==> config.mk <==
export PLATFORM = sky130hd
export DESIGN_NAME = regbank_top
export DESIGN_NICKNAME = d
export VERILOG_FILES = /design/src/rtl/regbank_pkg.sv /design/src/rtl/rb_addr_decode.sv /design/src/rtl/rb_reg_set.sv /design/src/rtl/regbank_top.sv
export SDC_FILE = /design/constraint.sdc
export NUM_CORES = 1
export LEC_CHECK = 0
export BUFFER_PORTS_ARGS = -buffer_cell sky130_fd_sc_hd__buf_2
export CORE_UTILIZATION = 40
export DETAILED_ROUTE_END_ITERATION = 6
export PLACE_DENSITY = 0.59
export SYNTH_ARGS = -nofsm -noshare
export SYNTH_HDL_FRONTEND = slang
export SYNTH_SLANG_ARGS = --single-unit
==> constraint.sdc <==
create_clock -name clk -period 4.25 [get_ports clk]
set_clock_uncertainty 0.05 [all_clocks]
set_input_delay 1.0625 -clock clk [delete_from_list [all_inputs] [get_ports clk]]
set_output_delay 1.0625 -clock clk [all_outputs]
set_load 0.005 [all_outputs]
==> src/rtl/regbank_pkg.sv <==
package regbank_pkg;

    typedef enum logic [2:0] {
        RK_NONE,
        RK_CTRL,
        RK_STAT,
        RK_ISR,
        RK_MASK
    } reg_kind_e;

    localparam int SET_REGS = 4;

    function automatic reg_kind_e kind_of(input logic [1:0] off);
        unique case (off)
            2'd0:    return RK_CTRL;
            2'd1:    return RK_STAT;
            2'd2:    return RK_ISR;
            default: return RK_MASK;
        endcase
    endfunction

endpackage

==> src/rtl/rb_addr_decode.sv <==
module rb_addr_decode
    import regbank_pkg::*;
#(
    parameter int ADDR_W      = 10,
    parameter int NUM_CH      = 4,
    parameter int GLOBAL_SPAN = 16,
    parameter int CH_BASE     = 32
) (
    input  logic [ADDR_W-1:0] addr,
    output logic              glb_hit,
    output logic [NUM_CH-1:0] ch_hit,
    output reg_kind_e         kind
);
    localparam int UP_W = ADDR_W - 8;

    logic [UP_W-1:0] upper;
    logic [7:0]      low;
    logic [7:0]      off;
    logic            in_glb;
    logic            in_rng;
    logic            ch_ok;

    always_comb begin
        upper  = addr[ADDR_W-1:8];
        low    = addr[7:0];
        in_glb = (upper == '0) && (int'(low) < GLOBAL_SPAN);
        off    = in_glb ? low : (low - 8'(CH_BASE));
        in_rng = (int'(off) < SET_REGS);
        ch_ok  = (int'(upper) < NUM_CH);
        glb_hit = in_glb && in_rng;
        for (int i = 0; i < NUM_CH; i++) begin
            ch_hit[i] = !in_glb && in_rng && ch_ok && (int'(upper) == i);
        end
        if (glb_hit || (|ch_hit)) kind = kind_of(off[1:0]);
        else                      kind = RK_NONE;
    end

endmodule

==> src/rtl/rb_reg_set.sv <==
module rb_reg_set
    import regbank_pkg::*;
#(
    parameter int DATA_W = 8
) (
    input  logic              clk,
    input  logic              rst_n,
    input  logic              sel,
    input  reg_kind_e         kind,
    input  logic              wr_en,
    input  logic              rd_en,
    input  logic [DATA_W-1:0] wdata,
    input  logic [DATA_W-1:0] status_in,
    input  logic [DATA_W-1:0] event_in,
    output logic [DATA_W-1:0] ctrl_out,
    output logic [DATA_W-1:0] rd_val,
    output logic              irq_req
);
    logic [DATA_W-1:0] ctrl_q;
    logic [DATA_W-1:0] mask_q;
    logic [DATA_W-1:0] isr_q;
    logic              wr_ctrl;
    logic              wr_mask;
    logic              rd_isr;

    assign wr_ctrl = sel && wr_en && (kind == RK_CTRL);
    assign wr_mask = sel && wr_en && (kind == RK_MASK);
    assign rd_isr  = sel && rd_en && (kind == RK_ISR);

    always_ff @(posedge clk) begin
        if (!rst_n) begin
            ctrl_q <= '0;
            mask_q <= '0;
            isr_q  <= '0;
        end else begin
            if (wr_ctrl) ctrl_q <= wdata;
            if (wr_mask) mask_q <= wdata;
            isr_q <= (rd_isr ? '0 : isr_q) | event_in;
        end
    end

    always_comb begin
        rd_val = '0;
        if (sel) begin
            unique case (kind)
                RK_CTRL: rd_val = ctrl_q;
                RK_STAT: rd_val = status_in;
                RK_ISR:  rd_val = isr_q;
                RK_MASK: rd_val = mask_q;
                default: rd_val = '0;
            endcase
        end
    end

    assign ctrl_out = ctrl_q;
    assign irq_req  = |(isr_q & ~mask_q);

    AST_CTRL_HOLD: assert property (@(posedge clk) disable iff (!rst_n)
        !wr_ctrl |=> $stable(ctrl_q));
    AST_MASK_HOLD: assert property (@(posedge clk) disable iff (!rst_n)
        !wr_mask |=> $stable(mask_q));
    AST_EVENT_CAPTURE: assert property (@(posedge clk) disable iff (!rst_n)
        (event_in != '0) |=> ((isr_q & $past(event_in)) == $past(event_in)));
    AST_ISR_STICKY: assert property (@(posedge clk) disable iff (!rst_n)
        !rd_isr |=> ((isr_q & $past(isr_q)) == $past(isr_q)));
    AST_ISR_CLEAR: assert property (@(posedge clk) disable iff (!rst_n)
        (rd_isr && event_in == '0) |=> (isr_q == '0));

endmodule

==> src/rtl/regbank_top.sv <==
module regbank_top
    import regbank_pkg::*;
#(
    parameter int ADDR_W      = 10,
    parameter int DATA_W      = 8,
    parameter int NUM_CH      = 4,
    parameter int GLOBAL_SPAN = 16,
    parameter int CH_BASE     = 32
) (
    input  logic                     clk,
    input  logic                     rst_n,
    input  logic [ADDR_W-1:0]        addr,
    input  logic                     wr_en,
    input  logic                     rd_en,
    input  logic [DATA_W-1:0]        wdata,
    output logic [DATA_W-1:0]        rdata,
    input  logic [DATA_W-1:0]        glb_status_in,
    input  logic [DATA_W-1:0]        glb_event_in,
    input  logic [NUM_CH*DATA_W-1:0] ch_status_in,
    input  logic [NUM_CH*DATA_W-1:0] ch_event_in,
    output logic [DATA_W-1:0]        glb_ctrl_out,
    output logic [NUM_CH*DATA_W-1:0] ch_ctrl_out,
    output logic                     irq_n
);
    localparam int NSETS = NUM_CH + 1;

    logic              glb_hit;
    logic [NUM_CH-1:0] ch_hit;
    reg_kind_e         kind;
    logic [DATA_W-1:0] rd_vals [NSETS];
    logic [NSETS-1:0]  irq_reqs;
    logic [DATA_W-1:0] rd_any;
    logic [DATA_W-1:0] rdata_q;

    rb_addr_decode #(
        .ADDR_W(ADDR_W), .NUM_CH(NUM_CH),
        .GLOBAL_SPAN(GLOBAL_SPAN), .CH_BASE(CH_BASE)
    ) u_dec (
        .addr(addr), .glb_hit(glb_hit), .ch_hit(ch_hit), .kind(kind)
    );

    generate
        for (genvar c = 0; c < NUM_CH; c++) begin : g_ch
            rb_reg_set #(.DATA_W(DATA_W)) u_set (
                .clk(clk), .rst_n(rst_n), .sel(ch_hit[c]), .kind(kind),
                .wr_en(wr_en), .rd_en(rd_en), .wdata(wdata),
                .status_in(ch_status_in[c*DATA_W +: DATA_W]),
                .event_in(ch_event_in[c*DATA_W +: DATA_W]),
                .ctrl_out(ch_ctrl_out[c*DATA_W +: DATA_W]),
                .rd_val(rd_vals[c]), .irq_req(irq_reqs[c])
            );
        end
    endgenerate

    rb_reg_set #(.DATA_W(DATA_W)) u_glb (
        .clk(clk), .rst_n(rst_n), .sel(glb_hit), .kind(kind),
        .wr_en(wr_en), .rd_en(rd_en), .wdata(wdata),
        .status_in(glb_status_in), .event_in(glb_event_in),
        .ctrl_out(glb_ctrl_out),
        .rd_val(rd_vals[NUM_CH]), .irq_req(irq_reqs[NUM_CH])
    );

    always_comb begin
        rd_any = '0;
        for (int s = 0; s < NSETS; s++) rd_any = rd_any | rd_vals[s];
    end

    always_ff @(posedge clk) begin
        if (!rst_n)     rdata_q <= '0;
        else if (rd_en) rdata_q <= rd_any;
    end

    assign rdata = rdata_q;
    assign irq_n = ~(|irq_reqs);

    AST_RDATA_HOLD: assert property (@(posedge clk) disable iff (!rst_n)
        !rd_en |=> $stable(rdata));
    AST_ONE_SET: assert property (@(posedge clk) disable iff (!rst_n)
        $onehot0({glb_hit, ch_hit}));
    AST_IRQ_CAUSE: assert property (@(posedge clk) disable iff (!rst_n)
        $fell(irq_n) |-> $past(wr_en || (|glb_event_in) || (|ch_event_in)));

endmodule

==> results.txt <==
The run finished with clean final reports. The worst hold path terminates at g_ch[0].u_set.mask_q[6]. Setup repair after global routing left no endpoint under its margin.

The final critical path time including I/O delays and setup works out to 3.343 ns. The floorplan has 47 rows. The biggest fanout along the worst timing path is 13, and the count of cells along the worst register-to-register path is 4. TritonCTS built the clock tree. Relative to the synthesized area, the layout overhead comes to 24.94%. The tools report the routed wire length as 27,810 um. The number of setup violations in the final report was 0; the count of cells resized by post-cts repair was 0. The sum of negative setup slack is 0 ns, and the final net count is 1,040.

The final-report hold violation count is 0. The arrival time reported for the critical path endpoint was 3.60 ns. Along the worst hold path, the cell count comes to 2.

The worst setup path is launched from an input port. The tools report the launch instance of the worst min-delay path as g_ch[0].u_set.mask_q[6]. The tools report the area of the die as 17,380 um2. CTS placed an instance of clkbuf_16 at the clock tree root. The clock reaches the later pin of the worst-skew pair after 0.42 ns. After clock tree synthesis, the clock-pin slew on the worst setup and hold paths is 0.06 ns. The critical path is of the in2reg type. The number of buffers inserted for hold repair after clock tree synthesis was 0. The endpoint type of the worst setup path was a flop.

For this run, the share of the core covered by cells in the final layout is 50.97%. After detailed routing, the average wire length per cell comes to 23.83 um. Each instance of the synthesized netlist takes up on average 8.459 um2. The global routing usage summed across all routing layers came out at 32.15%. The total clock buffers created by CTS was 17. The most used flip-flop cell after synthesis is dfxtp_1. The Yosys step of the flow raised 0 warnings. The run gives 41,280 um as the first-pass GRT wire length. The tool flagged a number of max-cap violations equal to 0. For the initial standard-cell utilization of the core, the log shows 40.80%. The tightest min-delay check is of the reg2reg type. The tree built by TritonCTS fans out to 128 sinks.

The most numerous cell type found on the critical path is nor2b_1. The design draws 3260 uW. For this run, design rule violations remaining after detail routing come to 0.

The via count of the first global-routing pass was 6,583; the number of search-and-repair iterations in the first detailed-routing pass was 6. STA puts the critical path data required time at 4.50 ns. The number of antenna diodes in the final layout is 0.

The endpoint identified for the worst register-to-register timing path is rdata[2]. The run gives 2.46 ns as the register-to-register setup slack. Counting flops with a built-in enable in the synthesized netlist gives 0.

The critical path goes through buf_2, inv_1, ha_1, buf_4, nor2b_1, and3_1, nand3_2, mux2i_1, nor2b_1. The leakage power total is 0.003632 uW, and the total grt overflow is 0. The largest net degree at the start of global routing was 68. Counting flops and latches in the post-synthesis netlist gives 128. The total setup buffers inserted after CTS is 0, and the total nets after synthesis is 903. Dividing total power by cell area gives a power density of 387.0 nW/um2. The worst ir drop on vdd was 0.3006 mV. The via density per instance is 5.954, and the post-synthesis instance area is 6741 um2.

Detailed placement ended at an HPWL of 20,920 um. Measured along the y axis, the die boundary spans 131.8 um. The core region is 16,520 um2. Dividing the final minimum period by the clock period gives 78.67%. Gate count after technology mapping: 797. H-tree level count: 4. The startpoint identified for the worst register-to-register timing path is g_ch[0].u_set.ctrl_out[2].

In the synthesized netlist the async set-or-reset flop fraction comes to 0%. The headroom to the max-slew limit is 37.40%, and the remaining antenna violation count after routing is 0. Routability-driven placement finished with a final weighted congestion of 1.028. During I/O placement, the number of pins put on the boundary was 151. The number of violations reported at the end of detailed-routing iteration 0 came out at 764. The maximum single-stage delay on the critical path is 0.52 ns.

The share of layout cells above drive strength 1 is 23.97%. The largest individual stage delay along the critical path comes from the cell and3_1. The maximum count of clock buffers along a single path was 2; the number of filler instances in the final layout was 1,596. The count of buffers inserted at the top-level ports was 150.

Measured along the x axis, the die boundary spans 131.8 um. The sequential fraction of the synthesis area was 38.01%. The initial antenna violation count was 0. The fmax is 299.1 MHz, and the routed via count is 6,948. For the pin with the worst max-slew slack, the measured transition is 0.9370 ns.

Synthesis instantiated 60 different standard cells from the library. Max-slew violation count: 0.
layout make-up:
cell class / count / area [um2] / area share [%]
clock buffer: 19 / 432.9 / 5.140
clock inverter: 13 / 232.7 / 2.763
inverter: 49 / 183.9 / 2.184
multi-input combinational: 560 / 3775 / 44.82
sequential: 128 / 2562 / 30.42
tap: 220 / 275.3 / 3.268
timing repair buffer: 178 / 960.9 / 11.41
where the power goes:
group	switching [uW]	leakage, uW	internal, uW	total [uW]
clock	563	0.000322	1100	1670
combinational	213	0.00227	123	336
sequential	31.1	0.00104	1230	1260
through the flow:
step,area (um2),cells,hold WS (ns),setup slack (ns)
2_1_floorplan,6741,797,0.3991,1.277
3_3_place_gp,7757,1135,0.4141,0.5802
3_5_place_dp,7757,1135,0.4201,0.5130
4_1_cts,8423,1167,0.4279,0.9343
5_1_grt,8423,1167,0.4500,0.7264
6_report,8423,1167,0.4264,0.9066
layer usage:
metal	part of all wire [%]	vias up	global-route usage [%]
met1	40	3237	40.59
met3	11	85	9.765
li1	-	3152	-
met4	3.8	0	13.05
met5	0	-	0
met2	45	474	51.00
logic make-up (layout without fill, tap and decap cells):
family / after synthesis / after routing / synth area share (%)
AO/OA/AOI/OAI: 183 / 183 / 18.24
AND/OR/NAND/NOR: 288 / 288 / 24.22
adder cells (fa/ha/maj): 4 / 4 / 0.7424
multiplexers: 82 / 82 / 12.21
buffers and inverters: 109 / 259 / 6.180
flip-flops: 128 / 128 / 38.01
XOR/XNOR: 3 / 3 / 0.3898
critical path: cells and delay by family:
| kind | cells | cell delay, ns |
|---|---|---|
| buffers and inverters | 3 | 0.42 |
| AND/OR/NAND/NOR | 4 | 1.35 |
| multiplexers | 1 | 0.30 |
| adder cells (fa/ha/maj) | 1 | 0.46 |
sequential cells by signal, summed over array words and instances (netlist names):
register             cells
g_ch.u_set.mask_q       32
u_glb.mask_q             8
u_glb.isr_q              8
g_ch.u_set.ctrl_out     32
u_glb.ctrl_out           8
g_ch.u_set.isr_q        32
rdata                    8
cells in the final DEF (no fill, tap or decap), types with 3 or more instances in the layout:
cell	instances
clkbuf_16	17
a22oi_1	27
mux2i_1	80
a311oi_1	3
buf_4	28
nand2_1	44
buf_2	150
o32ai_1	4
a211oi_1	3
inv_1	48
or2_2	3
a32oi_1	6
bufinv_16	6
nor3b_1	3
o21ai_0	12
a21boi_0	15
a31oi_1	7
a221oi_1	12
nor4_1	25
o22ai_1	20
dfxtp_1	128
nand4_1	11
nor2_1	39
ha_1	4
o221ai_1	3
nand3_1	30
and3_1	3
a21oi_1	55
nor2b_1	95
nand4_2	4
nor3_1	10
a2111oi_0	3
cell usage after synthesis (15+ instances only):
master	number	area share, %
a22oi_1	27	3.0
nor4_1	26	2.4
o22ai_1	20	1.9
clkbuf_1	47	2.6
nand2_1	44	2.4
nor2_1	39	2.2
a21boi_0	15	1.7
nor2b_1	95	8.8
inv_1	48	2.7
dfxtp_1	128	38
mux2i_1	80	12
nand3_1	30	2.2
a21oi_1	55	4.1
worst max path at each step:
| stage | from | to | slack (ns) | cells past startpoint |
|---|---|---|---|---|
| after detailed placement | addr[0] | g_ch[3].u_set.mask_q[1] | 0.51 | 9 |
| after global routing | addr[0] | g_ch[3].u_set.mask_q[4] | 0.73 | 9 |
| after global placement | addr[0] | g_ch[3].u_set.mask_q[3] | 0.58 | 9 |
| after CTS | addr[0] | g_ch[1].u_set.mask_q[5] | 0.93 | 9 |
| final | addr[0] | g_ch[1].u_set.mask_q[5] | 0.91 | 9 |
| after floorplan | addr[0] | rdata[7] | 1.28 | 8 |
Power figures use the tool's default switching activity.
